==> src/rtl/imt_pkg.sv <==
// Shared definitions for the interrupt mask and timeout unit.
// Assumes a word-addressed register bus with a 3-bit address.
package imt_pkg;

    localparam int ADDR_W = 3;

    typedef enum logic [ADDR_W-1:0] {
        SEL_STATUS  = 3'd0,
        SEL_MASK    = 3'd1,
        SEL_ENABLE  = 3'd2,
        SEL_DISABLE = 3'd3,
        SEL_LIMIT   = 3'd4
    } reg_sel_e;

endpackage

==> src/rtl/imt_mask_reg.sv <==
// Per-source interrupt mask. Ones in set_bits turn bits on and ones in
// clr_bits turn them off; a clear wins over a set of the same bit.
// Assumes set_bits/clr_bits are already qualified by the bus decode.
module imt_mask_reg #(
    parameter int NUM_SRC = 8
) (
    input  logic               clk,
    input  logic               rst_n,
    input  logic [NUM_SRC-1:0] set_bits,
    input  logic [NUM_SRC-1:0] clr_bits,
    output logic [NUM_SRC-1:0] mask
);

    for (genvar i = 0; i < NUM_SRC; i++) begin : g_bit
        // One mask flop: clear has priority, otherwise set, otherwise hold.
        always_ff @(posedge clk) begin
            if (!rst_n)
                mask[i] <= 1'b0;
            else if (clr_bits[i])
                mask[i] <= 1'b0;
            else if (set_bits[i])
                mask[i] <= 1'b1;
        end
    end

    // a clear request leaves the bit off on the next cycle
    assert_clr_wins_R2: assert property (@(posedge clk) disable iff (!rst_n)
        ($past(rst_n) && (|clr_bits)) |=> ((mask & $past(clr_bits)) == '0));

    // a set request without a clear leaves the bit on
    assert_set_takes_R1: assert property (@(posedge clk) disable iff (!rst_n)
        ($past(rst_n) && (|(set_bits & ~clr_bits)))
        |=> ((mask & $past(set_bits & ~clr_bits)) == $past(set_bits & ~clr_bits)));

    // with no request the mask holds
    assert_mask_hold_R3: assert property (@(posedge clk) disable iff (!rst_n)
        ($past(rst_n) && set_bits == '0 && clr_bits == '0) |=> $stable(mask));

endmodule

==> src/rtl/imt_status_reg.sv <==
// Sticky interrupt status. An event sets its bit; a clear request
// (write-one-to-clear) drops it unless an event lands in the same cycle.
// Assumes evt is a single-cycle pulse per occurrence.
module imt_status_reg #(
    parameter int NUM_SRC = 8
) (
    input  logic               clk,
    input  logic               rst_n,
    input  logic [NUM_SRC-1:0] evt,
    input  logic [NUM_SRC-1:0] clr_bits,
    output logic [NUM_SRC-1:0] status
);

    for (genvar i = 0; i < NUM_SRC; i++) begin : g_bit
        // One status flop: event first, then clear, otherwise hold.
        always_ff @(posedge clk) begin
            if (!rst_n)
                status[i] <= 1'b0;
            else if (evt[i])
                status[i] <= 1'b1;
            else if (clr_bits[i])
                status[i] <= 1'b0;
        end
    end

    // every event leaves its bit set
    assert_evt_sets_R4: assert property (@(posedge clk) disable iff (!rst_n)
        ($past(rst_n) && (|evt)) |=> ((status & $past(evt)) == $past(evt)));

    // a clear without a colliding event leaves the bit off
    assert_w1c_R5: assert property (@(posedge clk) disable iff (!rst_n)
        ($past(rst_n) && (|(clr_bits & ~evt))) |=> ((status & $past(clr_bits & ~evt)) == '0));

    // no event and no clear means no change
    assert_status_hold_R5: assert property (@(posedge clk) disable iff (!rst_n)
        ($past(rst_n) && evt == '0 && clr_bits == '0) |=> $stable(status));

endmodule

==> src/rtl/imt_scl_watchdog.sv <==
// Clock-stretch watchdog with its own limit register. Counts scl_tick
// pulses while scl_in is low and pulses hit on the tick that reaches the
// limit, once per low period. A limit of zero switches it off.
// Assumes scl_in is synchronized to clk and scl_tick is one cycle wide.
module imt_scl_watchdog #(
    parameter int TO_W = 8
) (
    input  logic            clk,
    input  logic            rst_n,
    input  logic            scl_in,
    input  logic            scl_tick,
    input  logic            lim_wr,
    input  logic [TO_W-1:0] lim_wdata,
    output logic [TO_W-1:0] limit,
    output logic            hit
);

    logic [TO_W-1:0] cnt;
    logic [TO_W:0]   cnt_nxt;
    logic            fired;
    logic            line_low;

    // Limit register, all ones out of reset.
    always_ff @(posedge clk) begin
        if (!rst_n)
            limit <= '1;
        else if (lim_wr)
            limit <= lim_wdata;
    end

    // Next count and the timeout decision for this cycle.
    always_comb begin
        line_low = !scl_in;
        cnt_nxt  = {1'b0, cnt} + 1'b1;
        hit      = line_low && scl_tick && !fired && (limit != '0)
                   && (cnt_nxt >= {1'b0, limit});
    end

    // Count ticks while low; restart on high; stop after firing.
    always_ff @(posedge clk) begin
        if (!rst_n) begin
            cnt   <= '0;
            fired <= 1'b0;
        end else if (!line_low) begin
            cnt   <= '0;
            fired <= 1'b0;
        end else if (scl_tick && !fired) begin
            cnt   <= cnt_nxt[TO_W-1:0];
            fired <= hit;
        end
    end

    // a high line leaves the count at zero
    assert_cnt_clear_R9: assert property (@(posedge clk) disable iff (!rst_n)
        ($past(rst_n) && scl_in) |=> (cnt == '0));

    // never two timeouts back to back within one low period
    assert_single_hit_R9: assert property (@(posedge clk) disable iff (!rst_n)
        (hit && !scl_in) |=> !hit);

    // a timeout only comes from a tick while the line is low
    assert_hit_cause_R8: assert property (@(posedge clk) disable iff (!rst_n)
        hit |-> (scl_tick && !scl_in));

endmodule

==> src/rtl/irq_mask_timeout.sv <==
// Top of the interrupt mask and timeout unit. Decodes the register bus,
// instantiates mask, status and watchdog, muxes read data and forms the
// interrupt line. Source CMP_BIT is transfer completion and TO_BIT is the
// watchdog timeout. Assumes single-cycle writes and combinational reads.
module irq_mask_timeout
    import imt_pkg::*;
#(
    parameter int NUM_SRC = 8,
    parameter int TO_W    = 8,
    parameter int CMP_BIT = 0,
    parameter int TO_BIT  = NUM_SRC - 1,
    localparam int REG_W  = (NUM_SRC > TO_W) ? NUM_SRC : TO_W
) (
    input  logic               clk,
    input  logic               rst_n,
    input  logic [ADDR_W-1:0]  reg_addr,
    input  logic               reg_wr,
    input  logic [REG_W-1:0]   reg_wdata,
    output logic [REG_W-1:0]   reg_rdata,
    input  logic [NUM_SRC-1:0] evt_in,
    input  logic               scl_in,
    input  logic               scl_tick,
    output logic               irq_out
);

    logic [NUM_SRC-1:0] en_set, dis_clr, st_clr, evt_all;
    logic [NUM_SRC-1:0] mask, status;
    logic [TO_W-1:0]    limit;
    logic               lim_wr, to_hit;
    reg_sel_e           sel;

    // Write decode into per-register strobes.
    always_comb begin
        sel     = reg_sel_e'(reg_addr);
        en_set  = (reg_wr && sel == SEL_ENABLE)  ? reg_wdata[NUM_SRC-1:0] : '0;
        dis_clr = (reg_wr && sel == SEL_DISABLE) ? reg_wdata[NUM_SRC-1:0] : '0;
        st_clr  = (reg_wr && sel == SEL_STATUS)  ? reg_wdata[NUM_SRC-1:0] : '0;
        lim_wr  = reg_wr && sel == SEL_LIMIT;
    end

    // Merge the watchdog timeout into the event vector.
    always_comb begin
        evt_all         = evt_in;
        evt_all[TO_BIT] = evt_in[TO_BIT] | to_hit;
    end

    imt_mask_reg #(.NUM_SRC(NUM_SRC)) u_mask (
        .clk      (clk),
        .rst_n    (rst_n),
        .set_bits (en_set),
        .clr_bits (dis_clr),
        .mask     (mask)
    );

    imt_status_reg #(.NUM_SRC(NUM_SRC)) u_status (
        .clk      (clk),
        .rst_n    (rst_n),
        .evt      (evt_all),
        .clr_bits (st_clr),
        .status   (status)
    );

    imt_scl_watchdog #(.TO_W(TO_W)) u_wdog (
        .clk       (clk),
        .rst_n     (rst_n),
        .scl_in    (scl_in),
        .scl_tick  (scl_tick),
        .lim_wr    (lim_wr),
        .lim_wdata (reg_wdata[TO_W-1:0]),
        .limit     (limit),
        .hit       (to_hit)
    );

    // Read mux, zero-extended to the bus width.
    always_comb begin
        case (sel)
            SEL_STATUS: reg_rdata = REG_W'(status);
            SEL_MASK:   reg_rdata = REG_W'(mask);
            SEL_LIMIT:  reg_rdata = REG_W'(limit);
            default:    reg_rdata = '0;
        endcase
    end

    // Combined interrupt request.
    always_comb irq_out = |(status & mask);

    // the completion and timeout sources are distinct and in range
    initial begin
        assert_src_index_R12: assert (CMP_BIT != TO_BIT && CMP_BIT < NUM_SRC && TO_BIT < NUM_SRC);
    end

    // a request comes only from a set status bit
    assert_irq_cause_R6: assert property (@(posedge clk) disable iff (!rst_n)
        irq_out |-> (status != '0));

endmodule

==> config.mk <==
export PLATFORM = sky130hd
export DESIGN_NAME = irq_mask_timeout
export DESIGN_NICKNAME = d
export VERILOG_FILES = /design/src/rtl/imt_pkg.sv /design/src/rtl/imt_mask_reg.sv /design/src/rtl/imt_status_reg.sv /design/src/rtl/imt_scl_watchdog.sv /design/src/rtl/irq_mask_timeout.sv
export SDC_FILE = /design/constraint.sdc
export NUM_CORES = 1
export LEC_CHECK = 0
export BUFFER_PORTS_ARGS = -buffer_cell sky130_fd_sc_hd__buf_2
export CAP_MARGIN = 10
export CELL_PAD_IN_SITES_DETAIL_PLACEMENT = 2
export CELL_PAD_IN_SITES_GLOBAL_PLACEMENT = 2
export CORE_ASPECT_RATIO = 0.9
export CORE_MARGIN = 2
export CORE_UTILIZATION = 30
export DETAILED_ROUTE_END_ITERATION = 7
export PLACE_DENSITY_LB_ADDON = 0.12
export SETUP_SLACK_MARGIN = 0.1
export SYNTH_ARGS = -nofsm -noshare
export SYNTH_HDL_FRONTEND = slang
export SYNTH_SLANG_ARGS = --single-unit
==> constraint.sdc <==
create_clock -name clk -period 1.8 [get_ports clk]
set_input_delay 0.09 -clock clk [delete_from_list [all_inputs] [get_ports clk]]
set_output_delay 0.09 -clock clk [all_outputs]
set_load 0.05 [all_outputs]
# Yosys cells after proc, flatten, opt, wreduce, memory -nomap -nowiden
# Cells that the tools add are included.
[word_totals]
reg_bits = 33
word_cells = 79
in_bits = 24
output_inout_bits = 9
mem_bits_ro = 0
ram_bits = 0
latch_bits = 0
memories = 0
[op_classes]
n_bitwise = 3
add_sub_neg = 1
n_mux = 20
n_reduce_logical = 31
mul = 0
n_shift = 0
magnitude_cmp = 1
div_mod_pow = 0
eq_ne = 4
[op_table]
columns = ["operator", "count"]
rows = [
  ["$mux W8", 3],
  ["$pmux W8 S3", 1],
  ["$reduce_or A2 Y1", 9],
  ["$mux W1", 16],
  ["$reduce_bool A2 Y1", 8],
  ["$add A8 B1 Y9 const B", 1],
  ["$ge A9 B8 Y1", 1],
  ["$logic_and A1 B1 Y1", 9],
  ["$and A8 B8 Y8", 1],
  ["$reduce_bool A8 Y1", 1],
  ["$reduce_or A8 Y1", 1],
  ["$eq A3 B2 Y1 const B", 2],
  ["$eq A3 B1 Y1 const B", 1],
  ["$eq A3 B3 Y1 const B", 1],
  ["$logic_not A3 Y1", 1],
  ["$logic_not A1 Y1", 2],
  ["$not A1 Y1", 1],
  ["$or A1 B1 Y1", 1],
]

# Depth between registers and ports, before layout
[depth]
word_depth = 7
depth_mapped = 9
ltp_nobuf = 9

# Cells and area by module
# From an unflattened synthesis, not the netlist that was laid out.
[unflattened]
hier_cells = 234
hier_area_um2 = 2123.3
[modules_own_cells]
columns = ["module", "cells_per_inst", "seq_area_each_um2", "area_per_inst_um2", "n_inst"]
rows = [
  ["imt_scl_watchdog", 112, 340.3, 979.7, 1],
  ["irq_mask_timeout", 73, 0.0, 515.5, 1],
  ["imt_status_reg", 25, 160.2, 337.8, 1],
  ["imt_mask_reg", 24, 160.2, 290.3, 1],
]

# Worst setup path before layout
# Ideal clock, no wire load.
[synth_timing]
path_kind = "flip-flop to flip-flop"
start = "reg u_wdog.cnt[0]"
end = "reg u_wdog.fired"
path_stages_with_launch = 10
arrival_ns = 1.818
setup_ns = 0.132
period_less_slack_ns = 1.949
required_ns = 1.668
setup_slack_ns = -0.149
path_buffers = 0
cell_sequence = "dfxtp_1 > ha_1 > nand3_1 > nor2_1 > xor2_1 > ha_1 > a21oi_1 > o221ai_1 > a31oi_1 > a211oi_1"
[synth_between]
elab_chain_cells = 3
[synth_rtl]
columns = ["item", "line", "text"]
rows = [
  ["from (decl)", "imt_scl_watchdog.sv:18", "logic [TO_W-1:0] cnt;"],
  ["from (signal assigned)", "imt_scl_watchdog.sv:48", "cnt <= cnt_nxt[TO_W-1:0];"],
  ["$add A8 B1 Y9", "imt_scl_watchdog.sv:34", "cnt_nxt = {1'b0, cnt} + 1'b1;"],
  ["via u_wdog.cnt_nxt[6]", "imt_scl_watchdog.sv:19", "logic [TO_W:0] cnt_nxt;"],
  ["$ge A9 B8 Y1", "imt_scl_watchdog.sv:36", "&& (cnt_nxt >= {1'b0, limit});"],
  ["$logic_and A1 B1 Y1", "imt_scl_watchdog.sv:36", ""],
  ["to (signal assigned)", "imt_scl_watchdog.sv:49", "fired <= hit;"],
  ["to (decl)", "imt_scl_watchdog.sv:20", "logic fired;"],
]
# The timed path passes the listed nets, and every way through them passes these cells.
# A chain may end at the register's enable or synchronous reset.

# Worst setup path after layout
# Ends and elaborated chain as after synthesis.

==> summary.md <==
| Metric | Value |
|---|---|
| Setup CP Type | reg2reg |
| # DRC | 0 |
| Slew Viols, Final | 0 |
| Lkg Pwr | 1.01 nW |
| Max-Cap Viols | 0 |
| DR vias | 1770 |
| CTS buffer count | 5 |
| Tmin final | 1.95 ns |
| Worst setup EP type | flop |
| Area of the multi-input gates | 1170 sq um |
| Top routing layer in use | met4 |
| Critical path arrival | 2.12 ns |
| Congestion Overflow GR | 0 |
| Critical Path RT | 1.97 ns |
| RePlAce Congestion | 0.803 |
| Final worst path period share | 1.08 |
| Io pins | 33 |
| Post-Synthesis Cells | 224 |
| Port buffer count | 32 |
| Synth top area share | 0.347 |
| Clock Sinks | 33 |
| Synth-to-layout area growth | 26.3% |
| Final setup fails | 2 |
| Seq/Total Area, Yosys | 0.347 |
| Drt total wl | 5780 um |
| DR WL met3 | 180 um |
| Primary FF master, synth | dfxtp_1 |
| NetSw | 491 uW |
| HP Class | in2reg |
| Avg WL per Cell | 16.2 um |
| Slowest cell on crit path | dfxtp_4 |
| CP cell instances | nand3_4, or2_4, nor2_4, xor2_1, ha_1, nand3_2, o221ai_2, a31oi_2, a211oi_2 |
| EDFF count, synth | 0 |
| Highest clock rate | 513 MHz |
| Sequential cell fraction of total power | 0.464 |
| Mapped Nets | 257 |
| Startpoint types | flop |
| Skew final | 0.00486 ns |
| Combinational Power Share | 0.152 |
| FF/Latch Area | 677 sq um |
| Warnings, synthesis | 0 |
| WL met2 | 2630 um |
| RSZ-0062 raised after global routing | true |
| Slew HR | 0.646 |
| Die width | 88.0 um |
| Core area | 6110 sq um |
| Switching share of power | 0.292 |
| Site Rows | 27 |
| First-pass GRT wire length | 9610 um |
| Initial antenna violation count | 0 |
| Synthesized area | 1910 sq um |
| Final worst slack | -0.151 ns |
| Skew-Pair Late Insertion Delay | 0.29 ns |
| Post-Place Worst Slack | -0.130 ns |
| H-tree Lvls | 2 |
| CP peak stage delay | 0.39 ns |
| Final antenna-violating net count | 0 |
| DP Wirelength | 4300 um |
| Share of layout cells above drive strength 1 | 0.326 |
| TritonCTS clock tree | yes |
| Peak supply drop | 297 uV |
| Clock root buffer | clkbuf_8 |
| Final Hold Viols | 0 |
| Largest area contributor in the synthesized netlist | dfxtp_1 |
| Initial Utilization | 0.312 |
| Largest net degree at the start of global routing | 19 |
| CP max FO | 3 |
| Status | finished with violations |
| Top area cells in the synthesized netlist | dfxtp_1 (35%), a21oi_1 (8.4%), nor2_1 (6.5%) |
| Antenna fix cells | 0 |
| Internal power | 1.19 mW |
| Clock network fraction of total power | 0.384 |
| CTS Buffer Depth | 2 |
| Ys async rst share | 0 |
| Synthesized area per cell | 8.51 sq um |
| Met1 WL | 2910 um |
| Synth cell types | 33 |
| Clock transition at the registers of the reported paths | 0.08 ns |
| Failing checks | setup timing |
| DIE AREA | 7010 sq um |
| Final design utilization | 0.393 |
| Pwr dens | 698 nW/um^2 |
| Yosys reg bits | 33 |
| Worst-Margin Slew | 0.531 ns |
| Die Y | 79.6 um |
| Drt via density | 4.96 |
| TritonRoute pass-1 iters | 4 |
| Nets | 302 |
| Initial DRC Count | 30 |
| Cell family with most CP delay | simple AND/OR/NAND/NOR gates |
| Fin Hold WS | 0.00970 ns |
| FILL cells | 723 |
| Number of global-route vias before repair | 1876 |
| CP bufs+invs | 0 |
| GR Util All Layers | 0.180 |
logic make-up (layout without fill, tap and decap cells):
group | Yosys count | in the layout | synth area share
buffers and inverters | 25 | 71 | 0.0913
xor gates and xnor gates | 11 | 11 | 0.0506
adders and majority gates | 9 | 9 | 0.0591
muxes | 8 | 8 | 0.0420
AOI/OAI and AO/OA | 61 | 61 | 0.219
and+or+nand+nor | 77 | 77 | 0.192
DFF | 33 | 33 | 0.347
worst register-to-register path: cells and delay by family (launching register included):
kind	cells	cell delay (ns)
simple gates	4	0.56
compound gates	3	0.44
flops	1	0.39
fa+ha+maj	1	0.28
xor+xnor	1	0.17
cells in the mapped netlist, drive strengths merged, types with 3 or more instances:
| library cell | n |
|---|---|
| a22oi | 4 |
| or3 | 3 |
| nand2 | 23 |
| dfxtp | 33 |
| inv | 12 |
| nor4 | 3 |
| ha | 9 |
| o21ai | 4 |
| mux2i | 8 |
| o211ai | 8 |
| a311oi | 8 |
| buf | 10 |
| nor2 | 33 |
| nor2b | 3 |
| xor2 | 5 |
| clkbuf | 3 |
| nand3 | 4 |
| a21oi | 32 |
| xnor2 | 6 |
metal layers:
layer / global-route usage / vias to the layer above
met3: 0.0414 / 6
met1: 0.254 / 860
met5: 0 / -
li1: - / 875
met4: 0.0455 / 0
met2: 0.278 / 29
repair_timing:
action                                 CTS  global route
hold buffers                             2             0
setup endpoints to repair                2             2
endpoints found under the hold margin    2             0
buffers inserted                         2             1
pin swaps                                9             6
gates resized for setup                  3             7
final cells by class:
class                      instances  area share
sequential                        33       0.281
clock buffer                       7      0.0400
inverter                          12      0.0187
multi-input combinational        166       0.485
clock inverter                     1     0.00208
timing repair buffer              51       0.128
tap                               87      0.0452
per-stage QoR:
step	power, mW	area [sq um]	instances	TNS (ns)
floorplan	0.969	1960	224	0
global placement	1.04	2210	344	-0.115
detailed placement	1.04	2210	344	-0.236
CTS	1.70	2360	356	-0.253
global route	1.77	2410	357	-0.424
finish	1.68	2410	357	-0.291
state kept, by name, summed over array words and instances, names as in the netlist:
register,flops
u_wdog.limit,8
u_wdog.fired,1
u_status.status,8
u_wdog.cnt,8
u_mask.mask,8
final timing paths:
kind                           start            endpoint  slack [ns]  depth (start not counted)
hold reg to reg   u_status.status[2]  u_status.status[2]        0.52                          2
setup reg to reg       u_wdog.cnt[0]        u_wdog.fired       -0.15                          9
setup / recovery       u_wdog.cnt[0]        u_wdog.fired       -0.15                          9
hold / removal             evt_in[4]  u_status.status[4]        0.01                          3
power groups by stage:
stage	logic [mW]	clock network (mW)	registers, mW
2_1_floorplan	0.183	0	0.786
3_3_place_gp	0.244	0	0.794
3_5_place_dp	0.248	0	0.795
4_1_cts	0.257	0.670	0.778
5_1_grt	0.285	0.701	0.782
6_report	0.256	0.645	0.778
cell usage in the layout (no fill, tap or decap), types with 3 or more instances in the layout:
cell type / instances
buf_2: 32
nor2_1: 31
a21oi_1: 30
dfxtp_1: 28
nand2_1: 20
buf_4: 17
inv_1: 12
mux2i_1: 8
o211ai_2: 8
a311oi_1: 8
ha_1: 8
clkbuf_8: 7
xnor2_1: 6
xor2_1: 4
a22oi_1: 4
dfxtp_4: 4
nand2_2: 3
o21ai_0: 3
nor4_1: 3
or3_1: 3
(Power assumes the default switching activity.)
